`config.mk`:
```
export PLATFORM = sky130hd
export DESIGN_NAME = spim_ctrl
export DESIGN_NICKNAME = d
export VERILOG_FILES = /design/src/rtl/spim_pkg.sv /design/src/rtl/spim_fifo.sv /design/src/rtl/spim_shift.sv /design/src/rtl/spim_ctrl.sv
export SDC_FILE = /design/constraint.sdc
export NUM_CORES = 1
export LEC_CHECK = 0
export BUFFER_PORTS_ARGS = -buffer_cell sky130_fd_sc_hd__buf_4
export CAP_MARGIN = 10
export CORE_UTILIZATION = 32
export CTS_BUF_LIST = sky130_fd_sc_hd__clkbuf_8
export DETAILED_ROUTE_END_ITERATION = 8
export HOLD_SLACK_MARGIN = 0.03
export PLACE_DENSITY = 0.5
export SLEW_MARGIN = 20
export SYNTH_ARGS = -nofsm -noshare
export SYNTH_HDL_FRONTEND = slang
export SYNTH_SLANG_ARGS = --single-unit
```
`constraint.sdc`:
```
create_clock -name clk_i -period 2.8 [get_ports clk_i]
set_input_delay 0.28 -clock clk_i [delete_from_list [all_inputs] [get_ports clk_i]]
set_output_delay 0.28 -clock clk_i [all_outputs]
set_load 0.02 [all_outputs]
```
`src/rtl/spim_pkg.sv`:
```
package spim_pkg;
  localparam int ADDR_W = 9;
  localparam logic [ADDR_W-1:0] A_CMD   = 9'h000;
  localparam logic [ADDR_W-1:0] A_CMD2  = 9'h004;
  localparam logic [ADDR_W-1:0] A_STAT  = 9'h008;
  localparam logic [ADDR_W-1:0] A_DIV   = 9'h00C;
  localparam logic [ADDR_W-1:0] A_STAT2 = 9'h01C;
  localparam logic [ADDR_W-1:0] A_TXP   = 9'h100;
  localparam logic [ADDR_W-1:0] A_RXP   = 9'h180;

  // status bit positions
  localparam int S_BUSY = 31, S_RDY = 30, S_ERR = 29, S_RXFL = 27, S_TXFL = 26;
  localparam int S_RXOV = 25, S_TXUN = 24, S_RXE = 23, S_RXF = 22, S_TXE = 21;
  localparam int S_TXF = 20, S_TXOV = 19, S_RXUN = 18;

  typedef struct packed {
    logic [4:0] len_m1;
    logic       cpha;
    logic       cpol;
  } frame_cfg_t;
endpackage

```
`src/rtl/spim_fifo.sv`:
```
module spim_fifo #(
  parameter int W     = 32,
  parameter int DEPTH = 4,
  localparam int CNT_W = $clog2(DEPTH + 1),
  localparam int PTR_W = (DEPTH > 1) ? $clog2(DEPTH) : 1
) (
  input  logic             clk_i,
  input  logic             rst_ni,
  input  logic             flush_i,
  input  logic             push_i,
  input  logic [W-1:0]     wdata_i,
  input  logic             pop_i,
  output logic [W-1:0]     rdata_o,
  output logic             full_o,
  output logic             empty_o,
  output logic [CNT_W-1:0] count_o
);
  logic [W-1:0]     mem_q [DEPTH];
  logic [PTR_W-1:0] wp_q, rp_q;
  logic [CNT_W-1:0] cnt_q;
  logic             do_push, do_pop;

  assign full_o  = (cnt_q == CNT_W'(DEPTH));
  assign empty_o = (cnt_q == '0);
  assign count_o = cnt_q;
  assign rdata_o = mem_q[rp_q];
  assign do_push = push_i && !full_o && !flush_i;
  assign do_pop  = pop_i && !empty_o && !flush_i;

  always_ff @(posedge clk_i) begin
    if (do_push) mem_q[wp_q] <= wdata_i;
  end

  always_ff @(posedge clk_i or negedge rst_ni) begin
    if (!rst_ni) begin
      wp_q <= '0; rp_q <= '0; cnt_q <= '0;
    end else if (flush_i) begin
      wp_q <= '0; rp_q <= '0; cnt_q <= '0;
    end else begin
      if (do_push) wp_q <= PTR_W'(wp_q + 1'b1);
      if (do_pop)  rp_q <= PTR_W'(rp_q + 1'b1);
      cnt_q <= cnt_q + CNT_W'(do_push) - CNT_W'(do_pop);
    end
  end


  fifo_bound_chk: assert property (@(posedge clk_i) disable iff (!rst_ni)
    full_o && push_i && !pop_i && !flush_i |=> full_o && $stable(cnt_q));
endmodule

```
`src/rtl/spim_shift.sv`:
```
module spim_shift
  import spim_pkg::*;
#(
  parameter int DIV_W = 8
) (
  input  logic             clk_i,
  input  logic             rst_ni,
  input  logic             start_i,
  input  frame_cfg_t       cfg_i,
  input  logic [DIV_W-1:0] div_i,
  input  logic [31:0]      tx_word_i,
  input  logic             miso_i,
  output logic             busy_o,
  output logic             done_o,
  output logic [31:0]      rx_word_o,
  output logic             sclk_o,
  output logic             mosi_o
);
  logic [4:0]       len_q;
  logic             cpha_q, busy_q, done_q, sclk_q, mosi_q;
  logic [DIV_W-1:0] div_q, hcnt_q;
  logic [6:0]       edge_q, edge_nxt, edge_tot;
  logic [31:0]      tsh_q, rsh_q, rx_q, rx_nxt, aligned;
  logic             tick, lead, last, sample, present;

  assign edge_tot = 7'(({2'b0, len_q} + 7'd1) << 1);
  assign edge_nxt = edge_q + 7'd1;
  assign tick     = busy_q && (hcnt_q == div_q);
  assign lead     = !edge_q[0];
  assign last     = (edge_nxt == edge_tot);
  assign sample   = cpha_q ? !lead : lead;
  assign present  = cpha_q ? lead : (!lead && !last);
  assign rx_nxt   = sample ? {rsh_q[30:0], miso_i} : rsh_q;
  assign aligned  = tx_word_i << (5'd31 - cfg_i.len_m1);

  always_ff @(posedge clk_i or negedge rst_ni) begin
    if (!rst_ni) begin
      len_q <= '0; cpha_q <= 1'b0; busy_q <= 1'b0; done_q <= 1'b0;
      sclk_q <= 1'b0; mosi_q <= 1'b0; div_q <= '0; hcnt_q <= '0;
      edge_q <= '0; tsh_q <= '0; rsh_q <= '0; rx_q <= '0;
    end else begin
      done_q <= 1'b0;
      if (start_i && !busy_q) begin
        busy_q <= 1'b1;
        len_q  <= cfg_i.len_m1;
        cpha_q <= cfg_i.cpha;
        div_q  <= div_i;
        hcnt_q <= '0;
        edge_q <= '0;
        rsh_q  <= '0;
        if (cfg_i.cpha) begin
          tsh_q <= aligned;
        end else begin
          mosi_q <= aligned[31];
          tsh_q  <= aligned << 1;
        end
      end else if (tick) begin
        hcnt_q <= '0;
        edge_q <= edge_nxt;
        sclk_q <= !sclk_q;
        rsh_q  <= rx_nxt;
        if (present) begin
          mosi_q <= tsh_q[31];
          tsh_q  <= tsh_q << 1;
        end
        if (last) begin
          busy_q <= 1'b0;
          done_q <= 1'b1;
          rx_q   <= rx_nxt;
        end
      end else if (busy_q) begin
        hcnt_q <= hcnt_q + 1'b1;
      end else begin
        sclk_q <= cfg_i.cpol;
      end
    end
  end

  assign busy_o    = busy_q;
  assign done_o    = done_q;
  assign rx_word_o = rx_q;
  assign sclk_o    = sclk_q;
  assign mosi_o    = mosi_q;


  sclk_idle_chk: assert property (@(posedge clk_i) disable iff (!rst_ni)
    !busy_o && $past(!busy_o) && $stable(cfg_i.cpol) && $past(!start_i) |-> sclk_o == cfg_i.cpol);

  edge_bound_chk: assert property (@(posedge clk_i) disable iff (!rst_ni)
    busy_q |-> edge_q < edge_tot);
endmodule

```
`src/rtl/spim_ctrl.sv`:
```
module spim_ctrl
  import spim_pkg::*;
#(
  parameter int DEPTH = 4,
  parameter int NCS   = 4,
  parameter int DIV_W = 8,
  localparam int CNT_W = $clog2(DEPTH + 1),
  localparam int SEL_W = (NCS > 1) ? $clog2(NCS) : 1
) (
  input  logic              clk_i,
  input  logic              rst_ni,
  input  logic              req_i,
  input  logic              we_i,
  input  logic [ADDR_W-1:0] addr_i,
  input  logic [31:0]       wdata_i,
  output logic [31:0]       rdata_o,
  output logic              sclk_o,
  output logic              sclk_weak_o,
  output logic              mosi_o,
  input  logic              miso_i,
  output logic [NCS-1:0]    cs_no
);
  // command / command2 state
  logic             en_q, go_q, ms_q, cpha_q, cs_pol_q, cs_val_q, cs_sw_q;
  logic [1:0]       idle_q;
  logic [4:0]       len_q;
  logic             rx_en_q, tx_en_q, keep_q, hw_cs_q;
  logic [SEL_W-1:0] sel_q;
  logic [DIV_W-1:0] div_q;
  logic             rdy_q, rx_ov_q, tx_un_q, tx_ov_q, rx_un_q;

  logic wr, rd, wr_cmd, wr_cmd2, wr_stat, wr_div, wr_tx, rd_rx;
  logic busy, done;
  logic [31:0] rx_word, tx_head, rx_head, tx_word;
  logic tx_full, tx_empty, rx_full, rx_empty;
  logic [CNT_W-1:0] tx_cnt, rx_cnt;
  logic tx_pop, rx_push, err;
  frame_cfg_t cfg;

  assign wr      = req_i && we_i;
  assign rd      = req_i && !we_i;
  assign wr_cmd  = wr && (addr_i == A_CMD);
  assign wr_cmd2 = wr && (addr_i == A_CMD2);
  assign wr_stat = wr && (addr_i == A_STAT);
  assign wr_div  = wr && (addr_i == A_DIV);
  assign wr_tx   = wr && (addr_i == A_TXP);
  assign rd_rx   = rd && (addr_i == A_RXP);

  assign tx_pop  = go_q && tx_en_q && !tx_empty;
  assign tx_word = (tx_en_q && !tx_empty) ? tx_head : '0;
  assign rx_push = done && rx_en_q;
  assign err     = rx_ov_q || tx_un_q || tx_ov_q || rx_un_q;
  assign cfg     = '{len_m1: len_q, cpha: cpha_q, cpol: idle_q[0]};

  spim_fifo #(.W(32), .DEPTH(DEPTH)) tx_fifo_i (
    .clk_i, .rst_ni,
    .flush_i (wr_stat && wdata_i[S_TXFL]),
    .push_i  (wr_tx), .wdata_i (wdata_i),
    .pop_i   (tx_pop), .rdata_o (tx_head),
    .full_o  (tx_full), .empty_o (tx_empty), .count_o (tx_cnt)
  );

  spim_fifo #(.W(32), .DEPTH(DEPTH)) rx_fifo_i (
    .clk_i, .rst_ni,
    .flush_i (wr_stat && wdata_i[S_RXFL]),
    .push_i  (rx_push), .wdata_i (rx_word),
    .pop_i   (rd_rx), .rdata_o (rx_head),
    .full_o  (rx_full), .empty_o (rx_empty), .count_o (rx_cnt)
  );

  spim_shift #(.DIV_W(DIV_W)) shift_i (
    .clk_i, .rst_ni,
    .start_i   (go_q),
    .cfg_i     (cfg),
    .div_i     (div_q),
    .tx_word_i (tx_word),
    .miso_i    (miso_i),
    .busy_o    (busy),
    .done_o    (done),
    .rx_word_o (rx_word),
    .sclk_o    (sclk_o),
    .mosi_o    (mosi_o)
  );

  always_ff @(posedge clk_i or negedge rst_ni) begin
    if (!rst_ni) begin
      en_q <= 1'b0; go_q <= 1'b0; ms_q <= 1'b0; cpha_q <= 1'b0;
      cs_pol_q <= 1'b0; cs_val_q <= 1'b0; cs_sw_q <= 1'b0;
      idle_q <= '0; len_q <= '0;
      rx_en_q <= 1'b0; tx_en_q <= 1'b0; keep_q <= 1'b0; sel_q <= '0;
      div_q <= '0; hw_cs_q <= 1'b0;
      rdy_q <= 1'b0; rx_ov_q <= 1'b0; tx_un_q <= 1'b0; tx_ov_q <= 1'b0; rx_un_q <= 1'b0;
    end else begin
      if (go_q) go_q <= 1'b0;
      if (wr_cmd) begin
        en_q     <= wdata_i[31];
        go_q     <= wdata_i[30] && wdata_i[31] && !busy && !go_q;
        ms_q     <= wdata_i[28];
        idle_q   <= wdata_i[25:24];
        cpha_q   <= wdata_i[21];
        cs_pol_q <= wdata_i[13];
        cs_val_q <= wdata_i[12];
        cs_sw_q  <= wdata_i[11];
        len_q    <= wdata_i[4:0];
      end
      if (wr_cmd2) begin
        rx_en_q <= wdata_i[31];
        tx_en_q <= wdata_i[30];
        sel_q   <= wdata_i[18 +: SEL_W];
        keep_q  <= wdata_i[17];
      end
      if (wr_div) div_q <= wdata_i[DIV_W-1:0];

      if (go_q)       hw_cs_q <= 1'b1;
      else if (!busy) hw_cs_q <= hw_cs_q && keep_q;

      // sticky events: set has priority over write-1-clear
      rdy_q   <= (rdy_q   && !(wr_stat && wdata_i[S_RDY]))  || done;
      rx_ov_q <= (rx_ov_q && !(wr_stat && wdata_i[S_RXOV])) || (rx_push && rx_full);
      tx_un_q <= (tx_un_q && !(wr_stat && wdata_i[S_TXUN])) || (go_q && tx_en_q && tx_empty);
      tx_ov_q <= (tx_ov_q && !(wr_stat && wdata_i[S_TXOV])) || (wr_tx && tx_full);
      rx_un_q <= (rx_un_q && !(wr_stat && wdata_i[S_RXUN])) || (rd_rx && rx_empty);
    end
  end

  always_comb begin
    rdata_o = '0;
    unique case (addr_i)
      A_CMD: begin
        rdata_o[31] = en_q;   rdata_o[30] = go_q;   rdata_o[28] = ms_q;
        rdata_o[25:24] = idle_q; rdata_o[21] = cpha_q;
        rdata_o[13] = cs_pol_q; rdata_o[12] = cs_val_q; rdata_o[11] = cs_sw_q;
        rdata_o[4:0] = len_q;
      end
      A_CMD2: begin
        rdata_o[31] = rx_en_q; rdata_o[30] = tx_en_q;
        rdata_o[18 +: SEL_W] = sel_q; rdata_o[17] = keep_q;
      end
      A_STAT: begin
        rdata_o[S_BUSY] = busy;     rdata_o[S_RDY]  = rdy_q;   rdata_o[S_ERR] = err;
        rdata_o[S_RXOV] = rx_ov_q;  rdata_o[S_TXUN] = tx_un_q;
        rdata_o[S_RXE]  = rx_empty; rdata_o[S_RXF]  = rx_full;
        rdata_o[S_TXE]  = tx_empty; rdata_o[S_TXF]  = tx_full;
        rdata_o[S_TXOV] = tx_ov_q;  rdata_o[S_RXUN] = rx_un_q;
      end
      A_DIV:   rdata_o[DIV_W-1:0] = div_q;
      A_STAT2: begin
        rdata_o[CNT_W-1:0]   = tx_cnt;
        rdata_o[16 +: CNT_W] = rx_cnt;
      end
      A_RXP:   rdata_o = rx_empty ? '0 : rx_head;
      default: rdata_o = '0;
    endcase
  end

  assign sclk_weak_o = idle_q[1] && !busy;

  logic cs_on;
  assign cs_on = cs_sw_q ? cs_val_q : hw_cs_q;

  for (genvar j = 0; j < NCS; j++) begin : g_cs
    logic act;
    assign act      = cs_on && (sel_q == SEL_W'(j));
    assign cs_no[j] = act ? cs_pol_q : !cs_pol_q;
  end


  go_clear_chk: assert property (@(posedge clk_i) disable iff (!rst_ni)
    $rose(busy) |-> !go_q);

  ready_set_chk: assert property (@(posedge clk_i) disable iff (!rst_ni)
    $fell(busy) |=> rdy_q);

  rx_unr_chk: assert property (@(posedge clk_i) disable iff (!rst_ni)
    rd_rx && rx_empty |=> rx_un_q);

  tx_ovf_chk: assert property (@(posedge clk_i) disable iff (!rst_ni)
    wr_tx && tx_full |=> tx_ov_q);

  cs_onehot_chk: assert property (@(posedge clk_i) disable iff (!rst_ni)
    $onehot0(cs_no ^ {NCS{!cs_pol_q}}));
endmodule

```
After elaboration in Yosys (flattened, before gate mapping). Memory sizes are Yosys's and may differ from the RTL's. Index checks and enable logic that the tools add are counted.

Shifts and indexed selects: 1. Bitwise operators: 1. Div/mod/pow operators: 0. Reduce and logical (&&, ||, !) cells: 91. Order comparisons: 0. Equal/unequal tests: 16. Add/subtract/negate cells: 12. Multipliers: 0. Muxes and demuxes: 68.

Operators with widths (count): $mux W32 (9); $logic_and A1 B1 Y1 (48); $shl A32 B5 Y32 (1); $mux W1 (26); $mux W8 (3); $mux W2 (10); $eq A9 B4 Y1 const B (2); $eq A9 B9 Y1 const B (2); $logic_not A1 Y1 (18); $mux W7 (2); $reduce_bool A2 Y1 (7); $pmux W2 S3 (2); $pmux W3 S2 (2); $pmux W3 S4 (1); $eq A9 B3 Y1 const B (1); $eq A9 B5 Y1 const B (1); $logic_not A9 Y1 (1); $mux W3 (3); $pmux W1 S3 (3); $add A2 B1 Y2 const B (4); $add A8 B1 Y8 const B (1); $eq A8 B8 Y1 (1); $logic_or A1 B1 Y1 (8); $pmux W1 S2 (4); other kinds (19) (29).

Memory bits (read-only): 0. Latch bits: 0. Bits in registers: 176. Word-level logic and storage cells: 229. Memories: 2. Bits in writable memories: 256. Bits of input ports: 46.

Memories: rx_fifo_i.mem_q (depth 4, bits a word 32, read ports 1, clocked after Yosys merged registers in 0, wr ports 1, RTL line spim_fifo.sv:18) `logic [W-1:0] mem_q [DEPTH];`; tx_fifo_i.mem_q (depth 4, bits a word 32, read ports 1, clocked after Yosys merged registers in 0, wr ports 1, RTL line spim_fifo.sv:18).

Longest topological paths before layout. Gate-level depths: netlist of run 1.

Depth after elaboration: 8. Depth in mapped cells: 15. Depth with buffers taken out: 14.

Hierarchy. A second synthesis of run 1 with hierarchy kept.

Cell total of the unflattened synthesis: 1481. Area, all modules: 20559.7 um2.

Modules (own cells, without submodules): spim_fifo (cells an instance 215, sequential area each 4018.9 um2, area each 5132.4 um2, instances 2); spim_shift (cells an instance 829, sequential area each 3228.1 um2, area each 7871.3 um2, instances 1); spim_ctrl (cells an instance 222, sequential area each 825.8 um2, area each 2423.6 um2, instances 1).

Least setup slack after synthesis of run 1. OpenSTA, ideal clock, no wires.

Kind: input to register. From: in addr_i[1]. To: reg tx_fifo_i.cnt_q[2], in the netlist tx_fifo_i.count_o[2]. Setup time: 0.129 ns. Setup slack: -0.631 ns. Buffers on the path: 1. Arrival time: 3.303 ns. Cell stages on the path: 15. Path through: nor3_1 nand3_1 or3b_2 nor2_1 and2_1 clkbuf_1 nor2_1 ha_1 inv_1 ha_1 inv_1 fa_1 xor2_1 xnor2_1 nor2_1.

Word-level cells in the longest chain between the ends: 8. Elaborated cells on any way between the ends: 12.

Ends and longest elaborated chain: start, declared (RTL line spim_ctrl.sv:14) `input logic [ADDR_W-1:0] addr_i,`; $eq A9 B4 Y1 (RTL line spim_ctrl.sv:44) `assign wr_stat = wr && (addr_i == A_STAT);`; $logic_and A1 B1 Y1 (RTL line spim_ctrl.sv:44); $logic_and A1 B1 Y1 (RTL line spim_ctrl.sv:57) `.flush_i (wr_stat && wdata_i[S_TXFL]),`; $logic_not A1 Y1 (RTL line spim_fifo.sv:27, spim_fifo.sv:28); $logic_and A1 B1 Y1 (RTL line spim_fifo.sv:27) `assign do_push = push_i && !full_o && !flush_i;`; $add A3 B1 Y3 (RTL line spim_fifo.sv:42) `cnt_q <= cnt_q + CNT_W'(do_push) - CNT_W'(do_pop);`; $sub A3 B1 Y3 (RTL line spim_fifo.sv:42); $mux W3 * (RTL line spim_fifo.sv:37) `end else if (flush_i) begin`; end signal, assigned (RTL line spim_fifo.sv:42); end, declared (RTL line spim_fifo.sv:20) `logic [CNT_W-1:0] cnt_q;`.

Every way passes the cells marked *; elsewhere a longest branch is shown, timed or not. A chain may end at the register's enable or synchronous reset.

Worst setup path after layout of run 1.
From: reg tx_fifo_i.rp_q[0]. To: reg shift_i.tsh_q[22].

Word-level cells in the longest chain between the ends: 5.

Ends and longest elaborated chain: start, declared (RTL line spim_fifo.sv:19) `logic [PTR_W-1:0] wp_q, rp_q;`; start signal, assigned (RTL line spim_fifo.sv:41) `if (do_pop) rp_q <= PTR_W'(rp_q + 1'b1);`; $mem_v2 Z4 W32; $mux W32 (RTL line spim_ctrl.sv:50) `assign tx_word = (tx_en_q && !tx_empty) ? tx_head : '0;`; $shl A32 B5 Y32 (RTL line spim_shift.sv:34) `assign aligned = tx_word_i << (5'd31 - cfg_i.len_m1);`; $mux W32 (RTL line spim_shift.sv:51) `if (cfg_i.cpha) begin`; $mux W32 (RTL line spim_shift.sv:43) `if (start_i && !busy_q) begin`; end signal, assigned (RTL line spim_shift.sv:52) `tsh_q <= aligned;`; end signal, assigned (RTL line spim_shift.sv:55) `tsh_q <= aligned << 1;`; end signal, assigned (RTL line spim_shift.sv:64) `tsh_q <= tsh_q << 1;`; end, declared (RTL line spim_shift.sv:23) `logic [31:0] tsh_q, rsh_q, rx_q, rx_nxt, aligned;`.

Every way passes these cells.

==> flow_summary.toml, run 1 <==
[cts]
clk_pin_slew_ns = 0.06
cts_sinks = 432
insertion_delay_ns = 0.65
htreeDepth = 3
cts_tree = "yes"
root_buffer = "clkbuf_8"
cts_made_buffers = 74
clockBufferDepth = 3

[setup_path]
r2r_end = "shift_i.tsh_q[22]"
arrival_ns = 3.48
path_cells = "buf_4 -> mux4_2 -> a32o_2 -> mux4_2 -> and2_0 -> a221o_1 -> a22o_1 -> a211o_1"
required_ns = 3.33
end_kind = "register"
rr_worst_depth = 8
slowest_stage = "mux4_2"
crit_top_cell = "mux4_2"
startpoint = "tx_fifo_i.rp_q[0]"
crit_path_max_incr_delay_ns = 0.52
startpoint_type = "register"
reg2reg_from = "tx_fifo_i.rp_q[0]"
crit_path_end = "shift_i.tsh_q[22]"
crit_fanout = 4
worstSetupPathType = "register to register"
rrSetupSlack_ns = -0.15

[placement]
dp_cells = 2400
place_congestion = 0.908
placed_area_um2 = 22700
portBuffers = 84
place_hpwl_mm = 37.0

[floorplan]
io_pins = 85
start_util_pct = 32.6
die_y_um = 251
dieArea_um2 = 62800
rows = 90
die_w_um = 251
core-area_um2 = 60700

[synthesis]
synth_warnings = 0
synth_compound_area_share_pct = 9.74
synth_edf_count = 256
synth_top_family_by_area = "multiplexers"
synthTopCellsByArea = "edfxtp_1 (39%), dfrtp_1 (22%), mux4_2 (8.1%)"
yosys-mux-area-fraction_pct = 14.4
synth-adder-area-share_pct = 1.15
synth_top_area_share_pct = 38.9
synth_area_per_cell_um2 = 13.6
synth_xor_area_share_pct = 1.76
async_reset_ff_share_pct = 40.7
yosysSeqAreaShare_pct = 61.2
synth_cells = 1455
syn_nets = 1518
synth-simple-area-share_pct = 9.38
yosys.area.top_type = "edfxtp_1"
synth_cell_types = 70
synth_flop_cell = "edfxtp_1"
ys_seq_elements = 432
syn_area_um2 = 19800

[hold_path]
hold_path.class = "primary input to register"
holdPathStages = 5

[power]
total_power_uw = 13100
ir_drop_mv = 0.411
leakagePower_uw = 0.00997
power_density_nw_per_um2 = 526

[run_status]
outcome = "finished, violations left"
violations = "setup timing"

[routing]
drt-vias-per-instance = 5.18
post_drt_wl_per_cell_um = 21.0
drc = 0
drt_first_pass_iters = 5
routed_wl_mm = 54.3
via_count = 13400
ant_nets = 0
drt-initial-drc-count = 931

[sta]
hold_viol_final = 0
rsz0062_at_grt = "yes"
finalSetupTns_ns = -1.39
setup_viol = 16
period_share_pct = 105
slew-limit-headroom_pct = 43.6
final-max-slew-violation-count = 0
tightest_slew_ns = 0.842
setup_ws_ns = -0.148
fmax_ghz = 0.339
min_period_ns = 2.95
clock_skew_ns = 0.0255

[final_layout]
fin_util_pct = 41.0
final_cell_mix = "edfxtp_1 (256), buf_4 (232), nand2_1 (205)"
post-route-cell-area_um2 = 24900
fin_cells = 2588
area_delta_synth_final_pct = 25.8
layout_commonest_cell = "edfxtp_1"
fin_nets = 1809
drive_above_1_share_pct = 29.7
fill_cells = 5692

[global_route]
grt_max_degree = 70
grt-ovfl-total = 0
grt_pass1_vias = 14100
grt_first_pass_wirelength_mm = 84.5
antenna_found_initial = 3
grtUsageTotal_pct = 17.6

[flow_run]
max-cap-violations = 0
[per-stage QoR]
stage                     setup slack [ns]  hold WS [ns]
after floorplan                     -0.118       -0.0156
after global placement              -0.203         0.333
after detailed placement            -0.197         0.336
after CTS                           -0.160        0.0736
after global routing                -0.248         0.103
final                               -0.148         0.120
[sequential cells by signal, summed over array words and instances (netlist names), 3 cells and up]
name	count
shift_i.hcnt_q	8
tx_fifo_i.mem_q	128
rx_fifo_i.count_o	3
shift_i.rx_word_o	32
shift_i.div_q	8
tx_fifo_i.count_o	3
shift_i.tsh_q	32
div_q	8
rx_fifo_i.mem_q	128
shift_i.rsh_q	32
shift_i.len_q	5
shift_i.edge_q	7
len_q	5
[cells by family (layout without fill, tap and decap cells)]
family	Yosys count	after routing
fa+ha+maj	17	17
buf+inv	115	465
mux	181	181
other cells	0	1
xor+xnor	35	35
flops	432	432
simple gates	412	412
compound gates	263	263
[area by class of cell]
cell class	count	area, um2	share of cell area (%)
Multi-Input combinational cell	908	7460	30.0
Timing Repair Buffer	305	2770	11.1
Sequential cell	432	12100	48.6
Inverter	25	93.8	0.377
Tap cell	782	978	3.93
Antenna cell	1	2.50	0.0101
Clock buffer	83	1140	4.59
Clock inverter	52	332	1.33
[cells in the mapped netlist (all sizes together) (16+ instances only)]
master / n
edfxtp: 256
nand2: 206
dfrtp: 176
mux4: 78
mux2i: 72
o21ai: 72
clkbuf: 69
nor2: 64
nand3: 49
a32o: 32
o22ai: 32
mux2: 31
and2: 30
inv: 23
buf: 21
xnor2: 21
a32oi: 17
a21oi: 16
[power by group]
group	switching [uW]	internal, uW	total [uW]
Clock	2610	3090	5700
Sequential	26.0	6750	6780
Combinational	343	275	618
Total	2980	10100	13100
[repair_timing]
| action | CTS | global route |
|---|---|---|
| hold buffers | 36 | 0 |
| endpoints found under the hold margin | 229 | 0 |
| setup buffers | 5 | 10 |
| cloned | 0 | 1 |
| resized for setup | 28 | 33 |
| pin swaps | 2 | 9 |
| setup endpoints to repair | 47 | 65 |
[layer usage]
metal / part of all wire (%) / vias to the layer above / routed length, um / track usage [%]
li1: - / 6195 / - / -
met1: 45 / 6793 / 24200 / 22.8
met2: 48 / 296 / 26200 / 28.9
met3: 3.7 / 110 / 2040 / 3.27
met4: 3.4 / 4 / 1830 / 7.15
met5: 0.048 / - / 26 / 0
[worst min-delay path by stage]
stage | startpoint | endpoint | slack [ns]
final | we_i | rx_fifo_i.rp_q[0] | 0.12
after global routing | we_i | rx_fifo_i.rp_q[0] | 0.10
after CTS | we_i | rx_fifo_i.rp_q[0] | 0.07
after detailed placement | rst_ni | sel_q[1] | 0.34
after global placement | rst_ni | sel_q[0] | 0.33
after floorplan | rst_ni | cpha_q | -0.02
[worst max-delay path: cells and delay by family (launching register included)]
| kind | cells | cell delay [ns] |
|---|---|---|
| buffers and inverters | 1 | 0.17 |
| flip-flops | 1 | 0.42 |
| AND/OR/NAND/NOR | 1 | 0.16 |
| AO/OA/AOI/OAI | 4 | 1.06 |
| multiplexers | 2 | 1.01 |
(Power assumes the default switching activity.)
==> run 2, diff against run 1 <==
--- a/config.mk
+++ b/config.mk
@@ -7,11 +7,11 @@
 export LEC_CHECK = 0
 export BUFFER_PORTS_ARGS = -buffer_cell sky130_fd_sc_hd__buf_4
 export CAP_MARGIN = 10
-export CORE_UTILIZATION = 32
+export CORE_UTILIZATION = 55
 export CTS_BUF_LIST = sky130_fd_sc_hd__clkbuf_8
 export DETAILED_ROUTE_END_ITERATION = 8
 export HOLD_SLACK_MARGIN = 0.03
-export PLACE_DENSITY = 0.5
+export PLACE_DENSITY = 0.84
 export SLEW_MARGIN = 20
 export SYNTH_ARGS = -nofsm -noshare
 export SYNTH_HDL_FRONTEND = slang
==> flow_summary.toml, run 2 (same netlist as run 1, synthesis figures left out) <==
[run_status]
outcome = "finished, violations left"
violations = "setup timing"

[sta]
min_period_ns = 2.96
timing.hold.ws_ns = 0.180
fmax_ghz = 0.338
rsz0062_at_grt = "yes"
hold_viol_final = 0
clock_skew_ns = 0.0235
period_share_pct = 106
tightest_slew_ns = 0.857
finalSetupTns_ns = -0.917
final-max-slew-violation-count = 0
setup_ws_ns = -0.159
setup_viol = 13
slew-limit-headroom_pct = 42.7

[setup_path]
crit_fanout = 7
worstSetupPathType = "register to register"
crit_path_max_incr_delay_ns = 0.57
required_ns = 3.29
startpoint_type = "register"
arrival_ns = 3.44
r2r_end = "shift_i.tsh_q[20]"
rrSetupSlack_ns = -0.16
slowest_stage = "mux4_2"
end_kind = "register"
reg2reg_from = "tx_fifo_i.rp_q[0]"
crit_top_cell = "mux4_2"
path_cells = "buf_12 -> mux4_2 -> a32o_2 -> mux4_2 -> a22oi_1 -> o21ai_1 -> a22o_1 -> a211o_1"
rr_worst_depth = 8

[placement]
preCtsSetupSlack_ns = -0.147
portBuffers = 84
place_congestion = 0.971
place_hpwl_mm = 33.6

[final_layout]
drive_above_1_share_pct = 29.5
fin_nets = 1781
fin_util_pct = 68.2
final_cell_mix = "edfxtp_1 (256), buf_4 (207), nand2_1 (201)"
area_delta_synth_final_pct = 22.5
fill_cells = 2300
layout_commonest_cell = "edfxtp_1"
regArea_um2 = 12100
multi_input_area_um2 = 7550
reg_top3 = "rx_fifo_i.mem_q (128), tx_fifo_i.mem_q (128)"

[global_route]
grt_pass1_vias = 14400
grt_max_degree = 72
antenna_found_initial = 1
grtUsageTotal_pct = 28.6
grt-ovfl-total = 0
grt_first_pass_wirelength_mm = 79.7

[routing]
drc = 0
post_drt_wl_per_cell_um = 23.2
drt_first_pass_iters = 6
via_count = 14000
drt-initial-drc-count = 1438
routed_wl_mm = 51.8
drt-vias-per-instance = 6.27
ant_nets = 0

[cts]
root_buffer = "clkbuf_8"
cts_sinks = 432
insertion_delay_ns = 0.61
clockBufferDepth = 3
cts_made_buffers = 68
cts_tree = "yes"
clk_pin_slew_ns = 0.06
htreeDepth = 3

[floorplan]
rows = 69
die_y_um = 192
start_util_pct = 55.7
dieArea_um2 = 36700
core-area_um2 = 35500
io_pins = 85
die_w_um = 192

[hold_path]
hold_path.class = "primary input to register"
min_to = "tx_ov_q"
holdPathStages = 4
hp-start = "addr_i[7]"

[power]
power_density_nw_per_um2 = 516
total_power_uw = 12500
ir_drop_mv = 0.439
leakagePower_uw = 0.00985

[flow_run]
max-cap-violations = 0
## run 2: worst max-delay path by stage
stage	endpoint	slack, ns	cells after the start	from
3_5_place_dp	shift_i.tsh_q[22]	-0.15	8	tx_fifo_i.rp_q[0]
4_1_cts	shift_i.tsh_q[22]	-0.10	8	tx_fifo_i.rp_q[0]
3_3_place_gp	shift_i.tsh_q[22]	-0.12	8	tx_fifo_i.rp_q[0]
6_report	shift_i.tsh_q[20]	-0.16	8	tx_fifo_i.rp_q[0]
2_1_floorplan	tx_fifo_i.count_o[2]	-0.12	15	addr_i[1]
5_1_grt	shift_i.tsh_q[22]	-0.24	8	tx_fifo_i.rp_q[0]
## run 2: area by class of cell
| class | instances | share of cell area, % |
|---|---|---|
| well taps | 461 | 2.38 |
| multi-input cells | 908 | 31.2 |
| inverters | 25 | 0.388 |
| clock inverters | 52 | 1.21 |
| flip-flops and latches | 432 | 50.0 |
| diodes | 1 | 0.0103 |
| repair buffers | 283 | 10.7 |
| clock buffers | 73 | 4.15 |
## run 2: per-layer routing
| layer | track usage, % | vias up | routed length (um) |
|---|---|---|---|
| li1 | - | 6122 | - |
| met1 | 35.6 | 7123 | 20000 |
| met2 | 48.1 | 615 | 26200 |
| met3 | 5.06 | 148 | 3160 |
| met4 | 14.4 | 0 | 2330 |
| met5 | 0 | - | 0 |
## run 2: repair_timing
item / 4_1_cts / 5_1_grt
pin swaps: 8 / 25
resized for setup: 24 / 75
hold endpoints to repair: 208 / 0
endpoints found under the setup margin: 34 / 71
hold buffers: 36 / 0
buffers inserted: 12 / 12
cloned: 2 / 4
## run 2: stage by stage
step / cell area (um2) / cells
final: 24200 / 2235
after global routing: 24200 / 2235
after CTS: 23800 / 2220
after detailed placement: 22000 / 2045
after global placement: 22000 / 2045
after floorplan: 19800 / 1455
## run 2: report_power, final
| group | switching, uW | internal, uW |
|---|---|---|
| clock network | 2480 | 2630 |
| logic | 337 | 270 |
| registers | 28.9 | 6750 |
## run 2: critical path, delay by kind of cell, from the launching register on
family / cells / cell delay, ns
buf+inv: 1 / 0.17
mux: 2 / 1.06
flops: 1 / 0.46
compound gates: 5 / 1.15
==> run 3, diff against run 2 <==
--- a/config.mk
+++ b/config.mk
@@ -7,11 +7,13 @@
 export LEC_CHECK = 0
 export BUFFER_PORTS_ARGS = -buffer_cell sky130_fd_sc_hd__buf_4
 export CAP_MARGIN = 10
-export CORE_UTILIZATION = 55
+export CELL_PAD_IN_SITES_DETAIL_PLACEMENT = 1
+export CELL_PAD_IN_SITES_GLOBAL_PLACEMENT = 1
+export CORE_UTILIZATION = 48
 export CTS_BUF_LIST = sky130_fd_sc_hd__clkbuf_8
 export DETAILED_ROUTE_END_ITERATION = 8
 export HOLD_SLACK_MARGIN = 0.03
-export PLACE_DENSITY = 0.84
+export PLACE_DENSITY = 0.87
 export SLEW_MARGIN = 20
 export SYNTH_ARGS = -nofsm -noshare
 export SYNTH_HDL_FRONTEND = slang
==> flow_summary.toml, run 3 (same netlist as run 1, synthesis figures left out) <==
[run_status]
outcome = "finished, violations left"
violations = "setup timing"

[global_route]
grt_max_degree = 74
grt_pass1_vias = 16400
grtUsageTotal_pct = 33.7
grt-ovfl-total = 0
antenna_found_initial = 1
grt_first_pass_wirelength_mm = 104

[hold_path]
hold_path.class = "primary input to register"
hp-start = "addr_i[7]"

[cts]
root_buffer = "clkbuf_8"
cts_made_buffers = 72
cts_tree = "yes"
clockBufferDepth = 3
clk_pin_slew_ns = 0.07
cts_sinks = 432
htreeDepth = 3
insertion_delay_ns = 0.65

[setup_path]
required_ns = 3.27
arrival_ns = 3.53
r2r_end = "shift_i.tsh_q[15]"
rr_worst_depth = 10
startpoint = "tx_fifo_i.rp_q[0]"
reg2reg_from = "tx_fifo_i.rp_q[0]"
end_kind = "register"
worstSetupPathType = "register to register"
rrSetupSlack_ns = -0.26
crit_fanout = 6
startpoint_type = "register"
crit_path_end = "shift_i.tsh_q[15]"

[flow_run]
max-cap-violations = 0

[floorplan]
die_w_um = 205
rows = 73
dieArea_um2 = 42000
start_util_pct = 49.2
die_y_um = 205
core-area_um2 = 40200
io_pins = 85

[final_layout]
area_delta_synth_final_pct = 27.6
drive_above_1_share_pct = 34.3
num_antenna_cells = 0
fin_nets = 1833
post-route-cell-area_um2 = 25200
layout_commonest_cell = "edfxtp_1"
reg_top3 = "rx_fifo_i.mem_q (128), tx_fifo_i.mem_q (128)"
final_cell_mix = "edfxtp_1 (256), buf_4 (229), nand2_1 (196)"
fill_cells = 3823
fin_util_pct = 62.8

[routing]
via_count = 15700
drt-vias-per-instance = 6.68
drc = 0
post_drt_wl_per_cell_um = 32.2
drt-initial-drc-count = 1677
drt_first_pass_iters = 7
routed_wl_mm = 75.8
ant_nets = 0

[power]
ir_drop_mv = 0.409
leakagePower_uw = 0.0102
power_density_nw_per_um2 = 534

[sta]
finalSetupTns_ns = -3.90
rsz0062_at_grt = "yes"
timing.hold.ws_ns = 0.169
hold_viol_final = 0
clock_skew_ns = 0.0534
min_period_ns = 3.06
setup_ws_ns = -0.262
fmax_ghz = 0.327
setup_viol = 43
period_share_pct = 109
final-max-slew-violation-count = 0
tightest_slew_ns = 0.967
slew-limit-headroom_pct = 35.3

[placement]
place_hpwl_mm = 40.8
place_congestion = 0.918
placed_area_um2 = 22200
portBuffers = 84
run 3: cell types whose count changed in the layout (fill, tap and decap cells not counted), sizes merged:
cell / change
bufinv: +1
buf: +43
inv: -14
clkbuf: +18
diode: -1
clkinv: +3
clkinvlp: +2
run 3: worst min-delay path by stage:
stage	to	depth (start not counted)
6_report	tx_ov_q	4
5_1_grt	tx_ov_q	4
4_1_cts	tx_ov_q	4
3_5_place_dp	sel_q[1]	1
3_3_place_gp	sel_q[1]	1
2_1_floorplan	cpha_q	0
run 3: repair_timing:
item / CTS / global route
gates resized for setup: 56 / 133
gates cloned: 2 / 7
hold endpoints to repair: 229 / 0
hold buffers: 36 / 0
setup buffers: 14 / 30
endpoints found under the setup margin: 83 / 78
pin swaps: 8 / 41
run 3: worst max-delay path, cell delays in order (launching register included):
cell	delay, ns
dfrtp_2	0.41
buf_4	0.14
clkbuf_16	0.16
mux4_2	0.57
a32o_1	0.26
mux4_2	0.50
buf_4	0.16
buf_6	0.11
mux2_2	0.28
o21ai_2	0.18
o22ai_2	0.11
run 3: layout make-up:
cell class | instances | area (um2) | area share, %
flip-flops and latches | 432 | 12100 | 48.0
multi-input cells | 908 | 7770 | 30.8
repair buffers | 331 | 3140 | 12.4
clock buffers | 86 | 1180 | 4.69
well taps | 525 | 657 | 2.60
clock inverters | 44 | 272 | 1.08
inverters | 25 | 96.3 | 0.382
run 3: metrics by stage:
stage	setup WS, ns	instances	total power [uW]
3_3_place_gp	-0.149	2134	7440
2_1_floorplan	-0.118	1455	7150
5_1_grt	-0.311	2351	13700
6_report	-0.262	2351	13500
3_5_place_dp	-0.224	2134	7470
4_1_cts	-0.157	2316	13200
run 3: metal layers:
layer  up-vias  wire length (um)  global-route usage (%)
li1       6234                 -                       -
met1      8069             27000                    40.2
met2      1034             37500                    56.9
met3       369              5880                    6.08
met4         2              5440                    20.1
met5         -                 9                       0
run 3: power by group:
group	internal, uW	leakage [uW]	switching [uW]
combinational	308	0.00484	410
clock	3080	0.000826	2890
sequential	6750	0.00453	35.3
